===== src/rtl/ixt_pkg.sv =====
package ixt_pkg;

   localparam int OPC_W   = 6;
   localparam int REG_W   = 5;
   localparam int FUNCT_W = 6;
   localparam int IMM_W   = 16;
   localparam int IDX_W   = 26;

   localparam logic [OPC_W-1:0] OPC_REG   = 6'd0;
   localparam logic [OPC_W-1:0] OPC_JMP   = 6'd2;
   localparam logic [OPC_W-1:0] OPC_JLINK = 6'd3;
   localparam logic [OPC_W-1:0] OPC_ANDI  = 6'd12;
   localparam logic [OPC_W-1:0] OPC_ORI   = 6'd13;
   localparam logic [OPC_W-1:0] OPC_XORI  = 6'd14;
   localparam logic [OPC_W-1:0] OPC_LUPP  = 6'd15;

   typedef enum logic [1:0] {
      FMT_R = 2'd0,
      FMT_I = 2'd1,
      FMT_J = 2'd2
   } fmt_e;

   typedef enum logic [1:0] {
      EXT_SIGN  = 2'd0,
      EXT_ZERO  = 2'd1,
      EXT_UPPER = 2'd2,
      EXT_NONE  = 2'd3
   } ext_e;

   typedef struct packed {
      fmt_e                fmt;
      logic [OPC_W-1:0]    opcode;
      logic [REG_W-1:0]    rs;
      logic [REG_W-1:0]    rt;
      logic [REG_W-1:0]    rd;
      logic [REG_W-1:0]    shamt;
      logic [FUNCT_W-1:0]  funct;
   } fields_t;

endpackage


===== src/rtl/ixt_field_split.sv =====
module ixt_field_split
   import ixt_pkg::*;
#(
   parameter int INSTR_W = 32
) (
   input  logic [INSTR_W-1:0] instr,
   output fields_t            fields,
   output ext_e               ext_mode
);

   localparam int OPC_LSB = INSTR_W - OPC_W;
   localparam int RS_LSB  = OPC_LSB - REG_W;
   localparam int RT_LSB  = RS_LSB - REG_W;
   localparam int RD_LSB  = RT_LSB - REG_W;
   localparam int SH_LSB  = RD_LSB - REG_W;

   initial begin
      assert (INSTR_W == 32)
         else $error("ixt_field_split: INSTR_W must be 32");
   end

   logic [OPC_W-1:0] opc;

   assign opc = instr[INSTR_W-1:OPC_LSB];

   always_comb begin
      fields.opcode = opc;
      fields.rs     = instr[RS_LSB +: REG_W];
      fields.rt     = instr[RT_LSB +: REG_W];
      fields.rd     = instr[RD_LSB +: REG_W];
      fields.shamt  = instr[SH_LSB +: REG_W];
      fields.funct  = instr[FUNCT_W-1:0];
   end

   // The opcode picks both the class and the widening rule.
   always_comb begin
      unique case (opc)
         OPC_REG: begin
            fields.fmt = FMT_R;
            ext_mode   = EXT_NONE;
         end
         OPC_JMP, OPC_JLINK: begin
            fields.fmt = FMT_J;
            ext_mode   = EXT_NONE;
         end
         OPC_ANDI, OPC_ORI, OPC_XORI: begin
            fields.fmt = FMT_I;
            ext_mode   = EXT_ZERO;
         end
         OPC_LUPP: begin
            fields.fmt = FMT_I;
            ext_mode   = EXT_UPPER;
         end
         default: begin
            fields.fmt = FMT_I;
            ext_mode   = EXT_SIGN;
         end
      endcase
   end

endmodule


===== src/rtl/ixt_imm_extend.sv =====
module ixt_imm_extend
   import ixt_pkg::*;
#(
   parameter int DATA_W = 32
) (
   input  logic [IMM_W-1:0]  imm_raw,
   input  ext_e              mode,
   output logic [DATA_W-1:0] imm_wide
);

   localparam int FILL_W  = DATA_W - IMM_W;
   localparam int UPPER_W = 2 * IMM_W;

   initial begin
      assert (DATA_W >= UPPER_W)
         else $error("ixt_imm_extend: DATA_W must be at least 32");
   end

   logic [DATA_W-1:0] sign_v;
   logic [DATA_W-1:0] zero_v;
   logic [DATA_W-1:0] upper_v;

   assign sign_v = {{FILL_W{imm_raw[IMM_W-1]}}, imm_raw};
   assign zero_v = {{FILL_W{1'b0}}, imm_raw};

   // Load-upper result: exact at 32 bits, sign-widened on wider datapaths.
   generate
      if (DATA_W == UPPER_W) begin : g_upper_exact
         assign upper_v = {imm_raw, {IMM_W{1'b0}}};
      end else begin : g_upper_widen
         assign upper_v = {{(DATA_W-UPPER_W){imm_raw[IMM_W-1]}},
                           imm_raw, {IMM_W{1'b0}}};
      end
   endgenerate

   always_comb begin
      unique case (mode)
         EXT_SIGN:  imm_wide = sign_v;
         EXT_ZERO:  imm_wide = zero_v;
         EXT_UPPER: imm_wide = upper_v;
         default:   imm_wide = '0;
      endcase
   end

endmodule


===== src/rtl/ixt_target_gen.sv =====
module ixt_target_gen
   import ixt_pkg::*;
#(
   parameter int ADDR_W = 32
) (
   input  logic [ADDR_W-1:0] pc,
   input  logic [IMM_W-1:0]  br_off,
   input  logic [IDX_W-1:0]  j_index,
   output logic [ADDR_W-1:0] br_target,
   output logic [ADDR_W-1:0] j_target
);

   localparam int SHIFT   = 2;
   localparam int REGION  = IDX_W + SHIFT;
   localparam int OFF_PAD = ADDR_W - IMM_W - SHIFT;

   initial begin
      assert (ADDR_W >= REGION + 2)
         else $error("ixt_target_gen: ADDR_W must be at least 30");
   end

   logic [ADDR_W-1:0] pc_next;
   logic [ADDR_W-1:0] off_scaled;

   assign pc_next    = pc + ADDR_W'(4);
   assign off_scaled = {{OFF_PAD{br_off[IMM_W-1]}}, br_off, {SHIFT{1'b0}}};
   assign br_target  = pc_next + off_scaled;
   assign j_target   = {pc_next[ADDR_W-1:REGION], j_index, {SHIFT{1'b0}}};

endmodule


===== src/rtl/ixt_decode_unit.sv =====
module ixt_decode_unit
   import ixt_pkg::*;
#(
   parameter int INSTR_W = 32,
   parameter int DATA_W  = 32,
   parameter int ADDR_W  = 32,
   parameter bit REG_OUT = 1'b1
) (
   input  logic               clk,
   input  logic               rst_n,
   input  logic               in_valid,
   input  logic [INSTR_W-1:0] in_instr,
   input  logic [ADDR_W-1:0]  in_pc,
   output logic               out_valid,
   output logic [1:0]         out_fmt,
   output logic [OPC_W-1:0]   out_opcode,
   output logic [REG_W-1:0]   out_rs,
   output logic [REG_W-1:0]   out_rt,
   output logic [REG_W-1:0]   out_rd,
   output logic [REG_W-1:0]   out_shamt,
   output logic [FUNCT_W-1:0] out_funct,
   output logic [DATA_W-1:0]  out_imm,
   output logic [ADDR_W-1:0]  out_br_target,
   output logic [ADDR_W-1:0]  out_j_target
);

   initial begin
      assert (INSTR_W == 32)
         else $error("ixt_decode_unit: INSTR_W must be 32");
   end

   fields_t           fld_c;
   ext_e              ext_c;
   logic [DATA_W-1:0] imm_c;
   logic [ADDR_W-1:0] br_c;
   logic [ADDR_W-1:0] j_c;

   ixt_field_split #(.INSTR_W(INSTR_W)) u_split (
      .instr    (in_instr),
      .fields   (fld_c),
      .ext_mode (ext_c)
   );

   ixt_imm_extend #(.DATA_W(DATA_W)) u_ext (
      .imm_raw  (in_instr[IMM_W-1:0]),
      .mode     (ext_c),
      .imm_wide (imm_c)
   );

   ixt_target_gen #(.ADDR_W(ADDR_W)) u_tgt (
      .pc        (in_pc),
      .br_off    (in_instr[IMM_W-1:0]),
      .j_index   (in_instr[IDX_W-1:0]),
      .br_target (br_c),
      .j_target  (j_c)
   );

   // Widening and class checks on the combinational path.
   p_sign_fill_r3: assert property (@(posedge clk) disable iff (!rst_n)
      (ext_c == EXT_SIGN) |-> (imm_c[DATA_W-1:IMM_W] == {(DATA_W-IMM_W){imm_c[IMM_W-1]}}));
   p_zero_fill_r4: assert property (@(posedge clk) disable iff (!rst_n)
      (ext_c == EXT_ZERO) |-> (imm_c[DATA_W-1:IMM_W] == '0));
   p_upper_r5: assert property (@(posedge clk) disable iff (!rst_n)
      (ext_c == EXT_UPPER) |-> ((imm_c[IMM_W-1:0] == '0) &&
                                (imm_c[2*IMM_W-1:IMM_W] == in_instr[IMM_W-1:0])));
   p_jump_class_r1: assert property (@(posedge clk) disable iff (!rst_n)
      (in_instr[INSTR_W-1:INSTR_W-OPC_W+1] == 5'b00001) |-> (fld_c.fmt == FMT_J));
   p_no_operand_r6: assert property (@(posedge clk) disable iff (!rst_n)
      (fld_c.fmt != FMT_I) |-> (imm_c == '0));

   generate
      if (REG_OUT) begin : g_reg
         logic               vld_q;
         fields_t            fld_q;
         logic [DATA_W-1:0]  imm_q;
         logic [ADDR_W-1:0]  br_q;
         logic [ADDR_W-1:0]  j_q;

         always_ff @(posedge clk or negedge rst_n) begin
            if (!rst_n) begin
               vld_q <= 1'b0;
               fld_q <= '0;
               imm_q <= '0;
               br_q  <= '0;
               j_q   <= '0;
            end else begin
               vld_q <= in_valid;
               if (in_valid) begin
                  fld_q <= fld_c;
                  imm_q <= imm_c;
                  br_q  <= br_c;
                  j_q   <= j_c;
               end
            end
         end

         assign out_valid     = vld_q;
         assign out_fmt       = fld_q.fmt;
         assign out_opcode    = fld_q.opcode;
         assign out_rs        = fld_q.rs;
         assign out_rt        = fld_q.rt;
         assign out_rd        = fld_q.rd;
         assign out_shamt     = fld_q.shamt;
         assign out_funct     = fld_q.funct;
         assign out_imm       = imm_q;
         assign out_br_target = br_q;
         assign out_j_target  = j_q;

         p_valid_follow_r10: assert property (@(posedge clk) disable iff (!rst_n)
            in_valid |=> out_valid);
         p_valid_drop_r10: assert property (@(posedge clk) disable iff (!rst_n)
            !in_valid |=> !out_valid);
         p_hold_r11: assert property (@(posedge clk) disable iff (!rst_n)
            !in_valid |=> ($stable(out_imm) && $stable(out_br_target) &&
                           $stable(out_j_target) && $stable(out_opcode)));
      end else begin : g_comb
         assign out_valid     = in_valid;
         assign out_fmt       = fld_c.fmt;
         assign out_opcode    = fld_c.opcode;
         assign out_rs        = fld_c.rs;
         assign out_rt        = fld_c.rt;
         assign out_rd        = fld_c.rd;
         assign out_shamt     = fld_c.shamt;
         assign out_funct     = fld_c.funct;
         assign out_imm       = imm_c;
         assign out_br_target = br_c;
         assign out_j_target  = j_c;

         p_branch_align_r7: assert property (@(posedge clk) disable iff (!rst_n)
            out_br_target[1:0] == in_pc[1:0]);
      end
   endgenerate

endmodule


===== config.mk =====
export PLATFORM = sky130hd
export DESIGN_NAME = ixt_decode_unit
export DESIGN_NICKNAME = d
export VERILOG_FILES = /design/src/rtl/ixt_pkg.sv /design/src/rtl/ixt_field_split.sv /design/src/rtl/ixt_imm_extend.sv /design/src/rtl/ixt_target_gen.sv /design/src/rtl/ixt_decode_unit.sv
export SDC_FILE = /design/constraint.sdc
export NUM_CORES = 1
export LEC_CHECK = 0
export BUFFER_PORTS_ARGS = -buffer_cell sky130_fd_sc_hd__buf_2
export CORE_MARGIN = 8
export CORE_UTILIZATION = 50
export DETAILED_ROUTE_END_ITERATION = 10
export GPL_TIMING_DRIVEN = 0
export PLACE_DENSITY = 0.86
export SETUP_SLACK_MARGIN = 0.5
export SLEW_MARGIN = 25
export SYNTH_ARGS = -nofsm -noshare
export SYNTH_HDL_FRONTEND = slang
export SYNTH_HIERARCHICAL = 1
export SYNTH_SLANG_ARGS = --single-unit

===== constraint.sdc =====
create_clock -name clk -period 0.8 [get_ports clk]
set_input_delay 0 -clock clk [delete_from_list [all_inputs] [get_ports clk]]
set_output_delay 0 -clock clk [all_outputs]
set_load 0.1 [all_outputs]

==> results_dict.tcl, run 1 <==
set metrics [dict create \
    status "stopped before the end" \
    haltStage "5_1_grt" \
    firstError "[ERROR GRT-0232] Routing congestion too high. Check the congestion heatmap in the GUI." \
    h-tree-depth 4 \
    gp_congestion 0.879 \
    syn-cell-area_mm2 0.00798 \
    synth_edf_count 0 \
    ys_warn_count 6 \
    worst_endpoint_kind "sequential cell input" \
    ys_top_cells_by_count "dfrtp_1, mux2_2, buf_4" \
    pre_cts_slack_ns -2.45 \
    synth_largest_area_cell "dfrtp_1" \
    die_w_um 142 \
    synth.avg_cell_area_um2 11.1 \
    synthArstFlopShare_pct 100 \
    overflow 12 \
    start_util_pct 50.8 \
    synth-seq-area-share_pct 41.1 \
    synth_seq_cells 131 \
    placedCellCount 1121 \
    synthTopCellsByArea "dfrtp_1, mux2_2, buf_4" \
    grt_use_total_pct 63.3 \
    netlist-cell-type-count 59 \
    dpl.hpwl_um 16800 \
    rows 46 \
    root_buffer "clkbuf_16" \
    ios 198 \
    io_buffers 185 \
    ys.flop_type "dfrtp_1" \
    clock_sinks 131 \
    place_area_mm2 0.0100 \
    numCtsBuffers 17 \
    grt_antenna_before_repair 7 \
    synth.most_common_cell "dfrtp_1" \
    grt_max_degree 94 \
    netlist_instances 718 \
    clockBufferDepth 2 \
    dieHeight_um 142 \
    crit_endpoint "out_br_target[31]$_DFFE_PN0P_/D" \
    yosysTopAreaCellShare_pct 41.1 \
]
[routing by layer]
metal / GRT overflow / GRT usage, %
met3: 0 / 45.3
met4: 6 / 62.0
met2: 6 / 82.9
met5: 0 / 6.02
met1: 0 / 63.3
[through the flow]
stage | utilization, % | hold slack, ns
floorplan | - | -0.296
global placement | 63.6 | 0.183
detailed placement | 63.9 | -0.101
CTS | 86.6 | -0.550
[timing repair]
action | 4_1_cts
pin swaps | 40
cloned | 3
hold endpoints to repair | 164
resized for setup | 650
setup buffers | 55
setup endpoints to repair | 261
[kinds of logic after synthesis]
logic type,after synthesis,synth area share [%]
mux,130,18.4
compound gates,98,8.78
flops,131,41.1
xor+xnor,56,6.32
fa+ha+maj,38,6.05
simple gates,168,10.6
other cells,1,0.0470
buf+inv,96,8.80
==> inputs of run 2 (changes only) <==
--- a/config.mk
+++ b/config.mk
@@ -7,11 +7,10 @@
 export LEC_CHECK = 0
 export BUFFER_PORTS_ARGS = -buffer_cell sky130_fd_sc_hd__buf_2
 export CORE_MARGIN = 8
-export CORE_UTILIZATION = 50
+export CORE_UTILIZATION = 35
 export DETAILED_ROUTE_END_ITERATION = 10
 export GPL_TIMING_DRIVEN = 0
-export PLACE_DENSITY = 0.86
-export SETUP_SLACK_MARGIN = 0.5
+export PLACE_DENSITY_LB_ADDON = 0.15
 export SLEW_MARGIN = 25
 export SYNTH_ARGS = -nofsm -noshare
 export SYNTH_HDL_FRONTEND = slang
==> run 2 against run 1 <==
  * The flow now finishes, with violations (hold timing, setup timing)
  * Synthesized area stayed put
  * Synthesized cell count stayed put
==> results_dict.tcl, run 2 <==
set metrics [dict create \
    drc_errors 0 \
    synth-seq-area-share_pct 41.1 \
    first_pass_iters 4 \
    min_period_over_period_pct 313 \
    grt_use_total_pct 18.3 \
    fill_cells 1615 \
    wl_met2_um 13500 \
    multiInputGateArea_mm2 0.00533 \
    violations "hold timing, setup timing" \
    slew_headroom_pct 52.8 \
    rows 55 \
    synth_edf_count 0 \
    ys.flop_type "dfrtp_1" \
    netlist-cell-type-count 59 \
    yosysTopAreaCellShare_pct 41.1 \
    setup_viol 261 \
    synth.avg_cell_area_um2 11.1 \
    syn2layout_area_growth_pct 83.5 \
    skew_ns 0 \
    r2r_slack_ns -0.19 \
    dr_wl_met3_um 1310 \
    placedCellCount 1190 \
    crit_type "in2reg" \
    maxSlewViolCount 0 \
    ys_warn_count 6 \
    irDropWorstVdd_mv 1.80 \
    core_mm2 0.0225 \
    path_max_fanout 5 \
    root_buffer "clkbuf_16" \
    slowest_stage "ha_1" \
    finish.utilization_pct 65.0 \
    antenna_cells 0 \
    drive_gt1_share_pct 78.7 \
    h-tree-depth 4 \
    cp-start-kind "input port" \
    grt_pass1_vias 6834 \
    final_cell_mix "buf_12, buf_4, mux2_2, dfrtp_4, dfrtp_2" \
    netlist_instances 718 \
    drt_iter0_drc 382 \
    wl_per_cell_um 20.2 \
    area.sequential_mm2 0.00360 \
    period_needed_ns 2.51 \
    fmax_mhz 399 \
    synthTopCellsByArea "dfrtp_1, mux2_2, buf_4" \
    synth_largest_area_cell "dfrtp_1" \
    syn-cell-area_mm2 0.00798 \
    leakage_nw 6.29 \
    clock_sinks 131 \
    dpl.hpwl_um 17700 \
    io_buffers 185 \
    hold_class "in2async" \
    overflow 0 \
    start_util_pct 35.5 \
    cpPeakStageDelay_ns 0.33 \
    synthArstFlopShare_pct 100 \
    synth_seq_cells 131 \
    status "complete, but fails checks" \
    numCtsBuffers 17 \
    path_common_cell "nand2_2" \
    final_common_cell "buf_12" \
    cts_tree "done" \
    rsz0062_at_grt "yes" \
    clockBufferDepth 2 \
    gp_congestion 0.887 \
    nNetsFinal 1129 \
    highest_layer "met5" \
    synth.most_common_cell "dfrtp_1" \
    finalNonFillerCells 1322 \
    grt_pass1_wl_um 40100 \
    finalInstanceArea_mm2 0.0146 \
    met1Wirelength_um 11600 \
    vias 6569 \
    ant_nets 0 \
    finalHoldViolCount 132 \
    grt_antenna_before_repair 1 \
    via_per_inst 4.97 \
    max_slew.worst_pin.slew_ns 0.707 \
    clk_pin_slew_ns 0.07 \
    clkLatencyLatePin_ns 0.42 \
    max_cap_violations 0 \
    powerDensity_mw_per_mm2 2330 \
    grt_max_degree 83 \
    cp_cell_sequence "clkbuf_4 -> and3_2 -> nand2_2 -> nor2_4 -> nand4_1 -> xnor2_2 -> ha_1 -> nand2_2 -> nor4_4 -> o211ai_1 -> and3_4 -> o221a_4 -> mux2_4" \
    ys_top_cells_by_count "dfrtp_1, mux2_2, buf_4" \
    crit_required_ns 1.11 \
    drt_wl_total_um 26700 \
    fin_ws_ns -1.71 \
    cp.arrival_ns 2.82 \
    dieArea_mm2 0.0279 \
    whs_ns -0.537 \
    place_area_mm2 0.00996 \
    ios 198 \
    die_w_um 167 \
    critPathCaptureType "flop" \
    dieHeight_um 167 \
]
run 2: cell counts after synthesis:
Identical to the previous run, type by type.
run 2: where the power goes:
| group | internal (mW) | switching [mW] |
|---|---|---|
| clock network | 4.21 | 3.57 |
| registers | 7.93 | 1.06 |
| logic | 6.86 | 10.4 |
| total | 19.0 | 15.1 |
run 2: final timing paths:
check / start / endpoint / cells after the start
worst max-delay path: in_pc[12] / out_br_target[29] / 13
worst min-delay path: rst_n / out_j_target[0] / 1
worst max register to register: out_j_target[24] / out_j_target[24] / 2
worst min register to register: out_br_target[13] / out_br_target[13] / 1
max in group asynchronous: rst_n / out_j_target[18] / 2
min in group clk: in_pc[29] / out_j_target[29] / 3
run 2: cell type report:
cell class | instances | area share, %
Buffer | 83 | 4.80
Clock buffer | 18 | 3.00
Clock inverter | 14 | 0.915
Inverter | 8 | 0.222
Multi-Input combinational cell | 492 | 36.4
Sequential cell | 131 | 24.6
Tap cell | 285 | 2.44
Timing Repair Buffer | 291 | 27.6
run 2: kinds of logic after synthesis:
group                    synth area share, %
AND/OR/NAND/NOR                         10.6
buffers and inverters                   8.80
flip-flops                              41.1
adder cells (fa/ha/maj)                 6.05
AO/OA/AOI/OAI                           8.78
other                                 0.0470
multiplexers                            18.4
XOR/XNOR                                6.32
run 2: worst max-delay path, delay by kind of cell:
kind / cells / cell delay [ns]
compound gates: 2 / 0.48
xor+xnor: 1 / 0.19
simple gates: 7 / 1.40
fa+ha+maj: 1 / 0.33
buf+inv: 1 / 0.15
mux: 1 / 0.25
run 2: per-layer routing:
metal	global-route usage (%)	up-vias
met1	23.0	3302
met2	31.3	154
met4	4.11	2
li1	-	3090
met5	0	-
met3	4.35	21
run 2: stage by stage:
| stage | setup WS, ns | total power, mW | setup TNS (ns) | hold slack [ns] |
|---|---|---|---|---|
| after floorplan | -1.84 | 18.8 | -68.53 | -0.296 |
| after global placement | -2.74 | 21.1 | -439.92 | 0.169 |
| after detailed placement | -2.54 | 21.1 | -96.99 | -0.0634 |
| after CTS | -1.61 | 32.9 | -80.19 | -0.530 |
| after global routing | -1.82 | 35.2 | -89.07 | -0.516 |
| final | -1.71 | 34.1 | -81.48 | -0.537 |
run 2: timing repair:
item,in CTS,in global routing
hold endpoints to repair,166,83
pin swaps,63,46
hold buffers,21,1
endpoints found under the setup margin,260,261
resized for setup,633,161
cloned,3,0
setup buffers,56,29
Power figures use the tool's default switching activity.
